**src/rtl/addsub_unit.sv**
```systemverilog
module addsub_unit #(
  parameter int W = 32
) (
  input  logic         clk,
  input  logic         rst_n,
  input  logic [2:0]   op,
  input  logic         set_flags,
  input  logic         pc_src,
  input  logic         pc_align,
  input  logic [W-1:0] opa,
  input  logic [W-1:0] opb,
  input  logic [W-1:0] inst_addr,
  output logic [W-1:0] result,
  output logic         flag_n,
  output logic         flag_z,
  output logic         flag_c,
  output logic         flag_v
);
  localparam logic [W-1:0] PC_OFS = W'(8);
  localparam logic [W-1:0] ALIGN_MASK = ~W'(3);

  logic [W-1:0] pc_val, first, x, y;
  logic         cin;
  logic [W:0]   sum;

  assign pc_val = inst_addr + PC_OFS;
  assign first  = pc_src ? (pc_align ? (pc_val & ALIGN_MASK) : pc_val) : opa;

  always_comb begin
    x   = first;
    y   = opb;
    cin = 1'b0;
    case (op)
      3'd1: cin = flag_c;
      3'd2: begin y = ~opb;  cin = 1'b1;   end
      3'd3: begin y = ~opb;  cin = flag_c; end
      3'd4: begin x = opb; y = ~first; cin = 1'b1;   end
      3'd5: begin x = opb; y = ~first; cin = flag_c; end
      default: ;
    endcase
  end

  assign sum    = {1'b0, x} + {1'b0, y} + {{W{1'b0}}, cin};
  assign result = sum[W-1:0];

  always_ff @(posedge clk or negedge rst_n) begin
    if (!rst_n) begin
      {flag_n, flag_z, flag_c, flag_v} <= 4'b0;
    end else if (set_flags) begin
      flag_n <= sum[W-1];
      flag_z <= (sum[W-1:0] == '0);
      flag_c <= sum[W];
      flag_v <= (x[W-1] == y[W-1]) && (sum[W-1] != x[W-1]);
    end
  end
endmodule

```
**config.mk**
```make
export PLATFORM = sky130hd
export DESIGN_NAME = addsub_unit
export DESIGN_NICKNAME = d
export VERILOG_FILES = /design/src/rtl/addsub_unit.sv
export SDC_FILE = /design/constraint.sdc
export NUM_CORES = 1
export LEC_CHECK = 0
export ABC_AREA = 0
export ABC_CLOCK_PERIOD_IN_PS = 10100
export BUFFER_PORTS_ARGS = -buffer_cell sky130_fd_sc_hd__buf_2
export CAP_MARGIN = 20
export CORE_MARGIN = 5
export CORE_UTILIZATION = 58
export CTS_CLUSTER_DIAMETER = 50
export CTS_CLUSTER_SIZE = 30
export DETAILED_ROUTE_END_ITERATION = 10
export PLACE_DENSITY = 0.9
export RECOVER_POWER = 50
export SYNTH_ARGS = -nofsm -noshare
export SYNTH_HDL_FRONTEND = slang
export SYNTH_SLANG_ARGS = --single-unit
```
**constraint.sdc**
```tcl
create_clock -name clk -period 10.1 [get_ports clk]
set_input_delay 2.02 -clock clk [delete_from_list [all_inputs] [get_ports clk]]
set_output_delay 2.02 -clock clk [all_outputs]
set_load 0.02 [all_outputs]
```
==> flow_summary.json, run 1 <==
{
  "die_width_microns": 96.4,
  "grt_start_max_net_pins": 73,
  "antenna_found_initial": 0,
  "die_y_microns": 96.4,
  "critPathBufInv": 3,
  "io_buffers": 139,
  "place_hpwl_microns": 11000,
  "syn_avg_cell_area_sq_um": 6.45,
  "path_clk_slew_ns": 0.03,
  "cp_cell_sequence": "buf_2 -> clkinv_1 -> nand2_1 -> a31oi_1 -> fa_1 -> fa_1 -> a21o_1 -> a221oi_1 -> o31ai_1 -> a2111oi_4 -> nor2_2 -> a41oi_1 -> mux2i_1 -> nand2_1 -> buf_2",
  "vias": 5033,
  "required_ns": 8.08,
  "crit_type": "in -> out",
  "worstHoldPathType": "reg -> reg",
  "vdd_ir_drop_max_uv": 50.4,
  "fin_setup_tns_ns": 0,
  "cts.sinks": 4,
  "ys_top_cells_by_area": "xor2_1, ha_1, a21oi_1, mux2i_1, o21ai_0",
  "ys_seq_area_share_pct": 2.31,
  "syn_inst": 671,
  "dieArea_sq_mm": 0.00929,
  "max-cap-violations": 0,
  "synth-edff-count": 0,
  "grt_pass1_wl_microns": 20600,
  "endpoint": "result[30]",
  "multi_input_area_sq_mm": 0.00381,
  "holdBufCountCts": 0,
  "yosysTopAreaCell": "xor2_1",
  "cpPeakStageDelay_ns": 0.68,
  "cts_buffer_depth": 2,
  "core_sq_mm": 0.00725,
  "maxSlewHeadroom_pct": 26.4,
  "crit-reg2reg-launch": "flag_c$_DFFE_PN0P_",
  "post-route-period-util_pct": 89.6,
  "overflow": 0,
  "post-route-util_pct": 66.1,
  "ys_ff_latch": 4,
  "async_flop_share_pct": 100,
  "cts_root_buffer": "clkbuf_8",
  "rsz0062_at_grt": "false",
  "syn_nets": 809,
  "setup_viol": 0,
  "startpoint": "pc_src",
  "drt_iter0_markers": 369,
  "ant_nets": 0,
  "seq_area_sq_um": 100,
  "place.gp.congestion": 0.940,
  "place_area_sq_mm": 0.00478,
  "yosysWarnings": 0,
  "reg2reg_depth": 14,
  "fillers": 698,
  "first_pass_iters": 5,
  "grt_usage_pct": 27.2,
  "synth-xor-area-share_pct": 16.4,
  "crit_path_end_kind": "output pin",
  "synth-adder-area-share_pct": 10.2,
  "via_per_inst": 5.94,
  "critPathTopFamily": "compound AO/OA/AOI/OAI gates",
  "nets": 888,
  "stdcell_area_sq_mm": 0.00480,
  "cts_tree": "built",
  "post-place-cells": 844,
  "synth_top_family_by_area": "compound AO/OA/AOI/OAI gates",
  "postCtsSetupRepairBufs": 0,
  "netlist.area_leader.share_pct": 10.9,
  "path_max_fanout": 34,
  "crit_arrival_ns": 7.03,
  "path_depth": 15,
  "start_util_pct": 59.7,
  "synth_area_sq_mm": 0.00433,
  "slowest_stage": "clkinv_1",
  "p_total_uw": 597,
  "drt_wl_total_microns": 13100,
  "post_cts_resized": 0,
  "wl_per_cell_microns": 15.5,
  "reg2reg_slack_ns": 5.30,
  "num_antenna_cells": 0,
  "reg2reg_to": "flag_z$_DFFE_PN0P_",
  "fmax_ghz": 0.110,
  "synth_flop_cell": "dfrtp_1",
  "p_leak_nw": 2.20,
  "clock_latency_ns": 0.21,
  "stdcell_count": 847,
  "slew_viol_final": 0,
  "powerDensity_mw_per_mm2": 125,
  "post-synth-top-count-cell": "nand2_1",
  "status": "completed",
  "core.rowCount": 31,
  "cts_buffers": 3,
  "grt_pass1_vias": 4528,
  "drc": 0,
  "critPathLaunchType": "primary input",
  "yosys.area_share.simple_pct": 26.4,
  "synth_compound_area_share_pct": 26.9,
  "drive_above_1_share_pct": 19.3,
  "synth_common_cells": "nand2_1, nor2_1, a21oi_1",
  "synth_cell_types": 62,
  "worst_clock_skew_ns": 0.00189,
  "h-tree-depth": 1,
  "period_needed_ns": 9.05,
  "hold_viol": 0,
  "muxShareOfSynthArea_pct": 8.38,
  "ios": 140,
  "syn_to_final_growth_pct": 10.8,
  "tightest_slew_ns": 1.10
}
-- cell usage in the layout (no fill, tap or decap), drive strengths merged, types with 10 or more instances in the layout --
cell    count
and3       10
a21o       12
xor2       54
a21oi      75
mux2i      34
o21ai      65
nor2       79
clkbuf     18
nand2      81
buf       125
ha         32
nand3      21
xnor2      27
-- cell type report --
type                            instances  area share [%]
Clock buffer                            3           0.861
Inverter                                9           0.704
Multi-Input combinational cell        592            79.4
Sequential cell                         4            2.09
Tap cell                               99            2.58
Timing Repair Buffer                  140            14.3
-- flip-flops by register name (all words and copies together) (netlist names) --
register  cells
flag_c        1
flag_n        1
flag_v        1
flag_z        1
-- stage by stage --
step	worst slack [ns]	hold slack, ns
floorplan	2.11	0.598
global placement	1.57	0.488
detailed placement	1.42	0.499
CTS	1.38	0.512
global route	0.591	0.540
finish	1.05	0.510
-- power breakdown --
group / internal (mW) / switching (mW)
clock network: 0.0253 / 0.00717
registers: 0.0197 / 0.00308
logic: 0.198 / 0.344
total: 0.243 / 0.354
-- layer usage --
layer	up-vias	wire (microns)	track usage (%)
met5	-	0	0
met4	0	284	6.66
met3	26	1170	1.63
met2	243	5810	43.7
met1	2254	5860	39.5
li1	2510	-	-
-- cell families after synthesis --
logic type	count (synthesis)
multiplexers	36
AND/OR/NAND/NOR	247
AO/OA/AOI/OAI	194
flip-flops	4
XOR/XNOR	81
adder cells (fa/ha/maj)	34
buffers and inverters	75
-- worst reg2reg max path, cell delays in order (launching register included) --
cell      delay (ns)
dfrtp_1         0.44
nor2b_1         0.15
a211oi_1        0.07
fa_1            0.47
fa_1            0.43
a21o_1          0.22
a221oi_1        0.60
o31ai_1         0.31
a21oi_1         0.35
o21ai_1         0.11
xor2_1          0.17
or3_1           0.38
or4_1           0.41
or4_1           0.53
o21ai_1         0.10
-- worst min path at each step --
stage                       startpoint  slack (ns)  cells after the start            endpoint
CTS                 flag_z$_DFFE_PN0P_        0.51                      2  flag_z$_DFFE_PN0P_
detailed placement  flag_v$_DFFE_PN0P_        0.50                      1  flag_v$_DFFE_PN0P_
global placement    flag_v$_DFFE_PN0P_        0.49                      1  flag_v$_DFFE_PN0P_
finish              flag_z$_DFFE_PN0P_        0.51                      2  flag_z$_DFFE_PN0P_
global route        flag_v$_DFFE_PN0P_        0.54                      1  flag_v$_DFFE_PN0P_
floorplan           flag_z$_DFFE_PN0P_        0.60                      2  flag_z$_DFFE_PN0P_
Note: power is estimated with default switching activity, not from simulation.
==> run 2: changes to the inputs <==
--- a/config.mk
+++ b/config.mk
@@ -9,13 +9,14 @@
 export ABC_CLOCK_PERIOD_IN_PS = 10100
 export BUFFER_PORTS_ARGS = -buffer_cell sky130_fd_sc_hd__buf_2
 export CAP_MARGIN = 20
-export CORE_MARGIN = 5
+export CORE_MARGIN = 2
 export CORE_UTILIZATION = 58
 export CTS_CLUSTER_DIAMETER = 50
 export CTS_CLUSTER_SIZE = 30
 export DETAILED_ROUTE_END_ITERATION = 10
 export PLACE_DENSITY = 0.9
 export RECOVER_POWER = 50
+export REMOVE_ABC_BUFFERS = 1
 export SYNTH_ARGS = -nofsm -noshare
 export SYNTH_HDL_FRONTEND = slang
 export SYNTH_SLANG_ARGS = --single-unit
==> flow_summary.json, run 2 (synthesis results as in run 1) <==
{
  "status": "completed",
  "post_cts_resized": 0,
  "worstHoldPathType": "reg -> reg",
  "ant_nets": 0,
  "path_clk_slew_ns": 0.03,
  "num_antenna_cells": 0,
  "antenna_found_initial": 0,
  "drt_wl_total_microns": 11800,
  "first_pass_iters": 5,
  "place.gp.congestion": 0.947,
  "cts.sinks": 4,
  "maxSlewHeadroom_pct": 28.6,
  "fmax_ghz": 0.114,
  "timing.hold.ws_ns": 0.527,
  "overflow": 0,
  "seq_area_sq_um": 100,
  "whs_endpoint": "flag_v$_DFFE_PN0P_",
  "cp_cell_sequence": "buf_4 -> nand2b_1 -> a31oi_1 -> fa_1 -> fa_1 -> a21o_1 -> a221oi_1 -> o31ai_2 -> a2111oi_4 -> nor2_2 -> a41oi_1 -> mux2i_1 -> nand2_1 -> buf_2",
  "core_sq_mm": 0.00725,
  "drive_above_1_share_pct": 20.0,
  "rsz0062_at_grt": "false",
  "drt_iter0_markers": 297,
  "fin_setup_tns_ns": 0,
  "cpMostUsedCell": "fa_1",
  "grt_usage_pct": 27.0,
  "grt_start_max_net_pins": 73,
  "seqPwrFrac_pct": 3.7,
  "holdBufCountCts": 0,
  "dieArea_sq_mm": 0.00817,
  "drc": 0,
  "post-place-cells": 846,
  "worst_clock_skew_ns": 0.000989,
  "slowest_stage": "buf_4",
  "start_util_pct": 59.7,
  "clock_latency_ns": 0.22,
  "setup_ws_ns": 1.37,
  "syn_to_final_growth_pct": 11.5,
  "stdcell_count": 849,
  "grt_pass1_wl_microns": 19400,
  "required_ns": 8.08,
  "slew_viol_final": 0,
  "crit-reg2reg-launch": "flag_c$_DFFE_PN0P_",
  "powerDensity_mw_per_mm2": 123,
  "h-tree-depth": 1,
  "wl_per_cell_microns": 13.9,
  "critPathBufInv": 2,
  "multi_input_area_sq_mm": 0.00382,
  "p_comb_share_pct": 90.7,
  "critPathLaunchType": "primary input",
  "max-cap-violations": 0,
  "p_total_uw": 595,
  "hold_depth": 1,
  "place_hpwl_microns": 9420,
  "internal-power_uw": 244,
  "crit_arrival_ns": 6.71,
  "postCtsSetupRepairBufs": 0,
  "vias": 5044,
  "cts_tree": "built",
  "die_width_microns": 90.4,
  "fillers": 656,
  "post-route-period-util_pct": 86.5,
  "period_needed_ns": 8.73,
  "preCtsSetupSlack_ns": 1.60,
  "reg2reg_to": "flag_z$_DFFE_PN0P_",
  "cpPeakStageDelay_ns": 0.75,
  "path_max_fanout": 72,
  "ios": 140,
  "clockPowerShare_pct": 5.6,
  "crit_type": "in -> out",
  "grt_pass1_vias": 4506,
  "final_common_cell": "buf_2",
  "nets": 890,
  "tightest_slew_ns": 1.07,
  "cts_root_buffer": "clkbuf_8",
  "hold_viol": 0,
  "cts_buffer_depth": 2,
  "reg2reg_depth": 14,
  "core.rowCount": 31,
  "p_sw_uw": 351,
  "critPathTopFamily": "compound AO/OA/AOI/OAI gates",
  "p_leak_nw": 2.22,
  "die_y_microns": 90.4,
  "most-common-layout-cells": "buf_2, nand2_1, nor2_1",
  "crit_path_end_kind": "output pin",
  "hp-start": "flag_v$_DFFE_PN0P_",
  "via_per_inst": 5.94,
  "cts_buffers": 3,
  "io_buffers": 139,
  "vdd_ir_drop_max_uv": 69.2,
  "setup_viol": 0,
  "reg2reg_slack_ns": 5.37,
  "netSwitchingFraction_pct": 59.0
}
run 2: worst max-delay path by stage:
stage	end	slack [ns]	depth (start not counted)	from
finish	result[30]	1.37	14	op[1]
floorplan	result[30]	1.85	11	op[1]
global placement	result[30]	1.73	14	op[1]
CTS	result[30]	1.58	14	op[1]
detailed placement	result[30]	1.60	14	op[1]
global route	result[30]	0.91	14	op[1]
run 2: final cells by class:
class	count	area share [%]
inverter	9	0.700
clock buffer	3	0.856
sequential	4	2.07
multi-input combinational	592	79.2
tap	99	2.57
timing repair buffer	142	14.6
run 2: metal layers:
layer	wire length [microns]	track usage, %
met5	0	0
met4	248	6.67
met3	632	1.67
met2	5830	49.7
met1	5100	34.2
run 2: per-stage QoR:
stage	instance area [sq um]	util, %
2_1_floorplan	3950	-
3_3_place_gp	4800	66.2
3_5_place_dp	4800	66.2
4_1_cts	4850	66.8
5_1_grt	4820	66.5
6_report	4820	66.5
run 2: power by group through the flow:
stage	logic (mW)	registers, mW	clock network (mW)
floorplan	0.367	0.0263	0
global placement	0.523	0.0215	0
detailed placement	0.534	0.0219	0
CTS	0.536	0.0217	0.0336
global route	0.584	0.0224	0.0348
finish	0.539	0.0219	0.0335
==> run 3: changes to the inputs <==
--- a/config.mk
+++ b/config.mk
@@ -9,12 +9,14 @@
 export ABC_CLOCK_PERIOD_IN_PS = 10100
 export BUFFER_PORTS_ARGS = -buffer_cell sky130_fd_sc_hd__buf_2
 export CAP_MARGIN = 20
+export CELL_PAD_IN_SITES_DETAIL_PLACEMENT = 1
+export CELL_PAD_IN_SITES_GLOBAL_PLACEMENT = 1
 export CORE_MARGIN = 2
-export CORE_UTILIZATION = 58
+export CORE_UTILIZATION = 39
 export CTS_CLUSTER_DIAMETER = 50
 export CTS_CLUSTER_SIZE = 30
 export DETAILED_ROUTE_END_ITERATION = 10
-export PLACE_DENSITY = 0.9
+export PLACE_DENSITY_LB_ADDON = 0.1
 export RECOVER_POWER = 50
 export REMOVE_ABC_BUFFERS = 1
 export SYNTH_ARGS = -nofsm -noshare
==> flow_summary.json, run 3 (synthesis results as in run 1) <==
{
  "tightest_slew_ns": 0.757,
  "max-cap-violations": 0,
  "ant_nets": 0,
  "first_pass_iters": 4,
  "final_common_cell": "buf_2",
  "fillers": 1528,
  "path_clk_slew_ns": 0.03,
  "cts_root_buffer": "clkbuf_8",
  "fmax_ghz": 0.114,
  "critPathLaunchType": "primary input",
  "start_util_pct": 39.9,
  "num_antenna_cells": 0,
  "syn_to_final_growth_pct": 12.9,
  "period_needed_ns": 8.75,
  "vias": 5051,
  "grt_pass1_wl_microns": 22800,
  "io_buffers": 139,
  "die_y_microns": 109,
  "die_width_microns": 109,
  "cts_buffer_depth": 2,
  "drt_iter0_markers": 198,
  "p_leak_nw": 2.23,
  "stdcell_area_sq_mm": 0.00489,
  "overflow": 0,
  "crit_arrival_ns": 6.73,
  "cts_buffers": 3,
  "clock_latency_ns": 0.22,
  "most-common-layout-cells": "buf_2, nand2_1, nor2_1",
  "p_total_uw": 608,
  "setup_viol": 0,
  "fin_setup_tns_ns": 0,
  "post-route-period-util_pct": 86.6,
  "post-route-util_pct": 45.1,
  "path_max_fanout": 38,
  "worstHoldPathType": "reg -> reg",
  "post-place-cells": 889,
  "holdBufCountCts": 0,
  "ios": 140,
  "cts_tree": "built",
  "slew_viol_final": 0,
  "nets": 892,
  "cts.sinks": 4,
  "worst_clock_skew_ns": 0.00450,
  "crit_type": "in -> out",
  "core.rowCount": 38,
  "hold_viol": 0,
  "post_cts_resized": 0,
  "vdd_ir_drop_max_uv": 81.8,
  "drc": 0,
  "postCtsSetupRepairBufs": 0,
  "core_sq_mm": 0.0108,
  "required_ns": 8.08,
  "dieArea_sq_mm": 0.0120,
  "stdcell_count": 892,
  "h-tree-depth": 1,
  "grt_usage_pct": 23.2,
  "status": "completed",
  "maxSlewHeadroom_pct": 49.1,
  "crit_path_end_kind": "output pin",
  "antenna_found_initial": 0,
  "cp_cell_sequence": "buf_2 -> nand2b_1 -> nor2_1 -> a31oi_1 -> fa_1 -> fa_1 -> a21o_1 -> a221oi_1 -> o31ai_1 -> a2111oi_4 -> nor2_2 -> a41oi_1 -> mux2i_1 -> nand2_1 -> buf_2",
  "grt_pass1_vias": 4843,
  "drt_wl_total_microns": 14400,
  "rsz0062_at_grt": "false",
  "slowest_stage": "a221oi_1",
  "wl_per_cell_microns": 16.1,
  "drive_above_1_share_pct": 20.1,
  "cpPeakStageDelay_ns": 0.55,
  "place.gp.congestion": 0.875,
  "place_hpwl_microns": 12000,
  "powerDensity_mw_per_mm2": 124,
  "place_area_sq_mm": 0.00487,
  "via_per_inst": 5.66,
  "grt_start_max_net_pins": 39
}
==> run 3: per-stage QoR <==
stage / hold slack (ns) / setup WS, ns
5_1_grt: 0.537 / 0.779
6_report: 0.518 / 1.35
3_3_place_gp: 0.490 / 1.60
3_5_place_dp: 0.502 / 1.41
4_1_cts: 0.508 / 1.40
2_1_floorplan: 0.598 / 1.85
==> run 3: cell type report <==
cell class	count	area [sq um]	share of cell area, %
well taps	140	175	3.59
inverters	9	33.8	0.691
repair buffers	144	721	14.8
multi-input cells	592	3810	78.1
flip-flops and latches	4	100	2.05
clock buffers	3	41.3	0.845
==> run 3: worst max-delay path: cells and delay by family <==
kind,cells,cell delay (ns)
and+or+nand+nor,4,0.80
adders and majority gates,2,0.88
AOI/OAI and AO/OA,6,2.03
muxes,1,0.30
buffers and inverters,2,0.67
==> run 3: path summary, 6_finish.rpt <==
kind	start	slack [ns]	depth (start not counted)	endpoint
worst max-delay path	op[2]	1.35	15	result[30]
worst min-delay path	flag_v$_DFFE_PN0P_	0.52	1	flag_v$_DFFE_PN0P_
worst max register to register	flag_c$_DFFE_PN0P_	5.35	14	flag_z$_DFFE_PN0P_
worst min register to register	flag_v$_DFFE_PN0P_	0.52	1	flag_v$_DFFE_PN0P_
max in group asynchronous	rst_n	8.29	1	flag_v$_DFFE_PN0P_
min in group asynchronous	rst_n	1.62	1	flag_n$_DFFE_PN0P_
==> run 3: power breakdown <==
group	switching [mW]	leakage, nW	internal [mW]	total [mW]
clock	0.00963	0.0216	0.0255	0.0352
sequential	0.00200	0.0496	0.0197	0.0217
combinational	0.352	2.16	0.199	0.551
total	0.364	2.23	0.244	0.608
==> run 3: metal layers <==
| layer | vias up | GRT usage [%] | wire, microns |
|---|---|---|---|
| met4 | 0 | 1.63 | 28 |
| met5 | - | 0 | 0 |
| met1 | 2413 | 31.8 | 6740 |
| met3 | 4 | 0.652 | 678 |
| li1 | 2527 | - | - |
| met2 | 107 | 42.4 | 6900 |
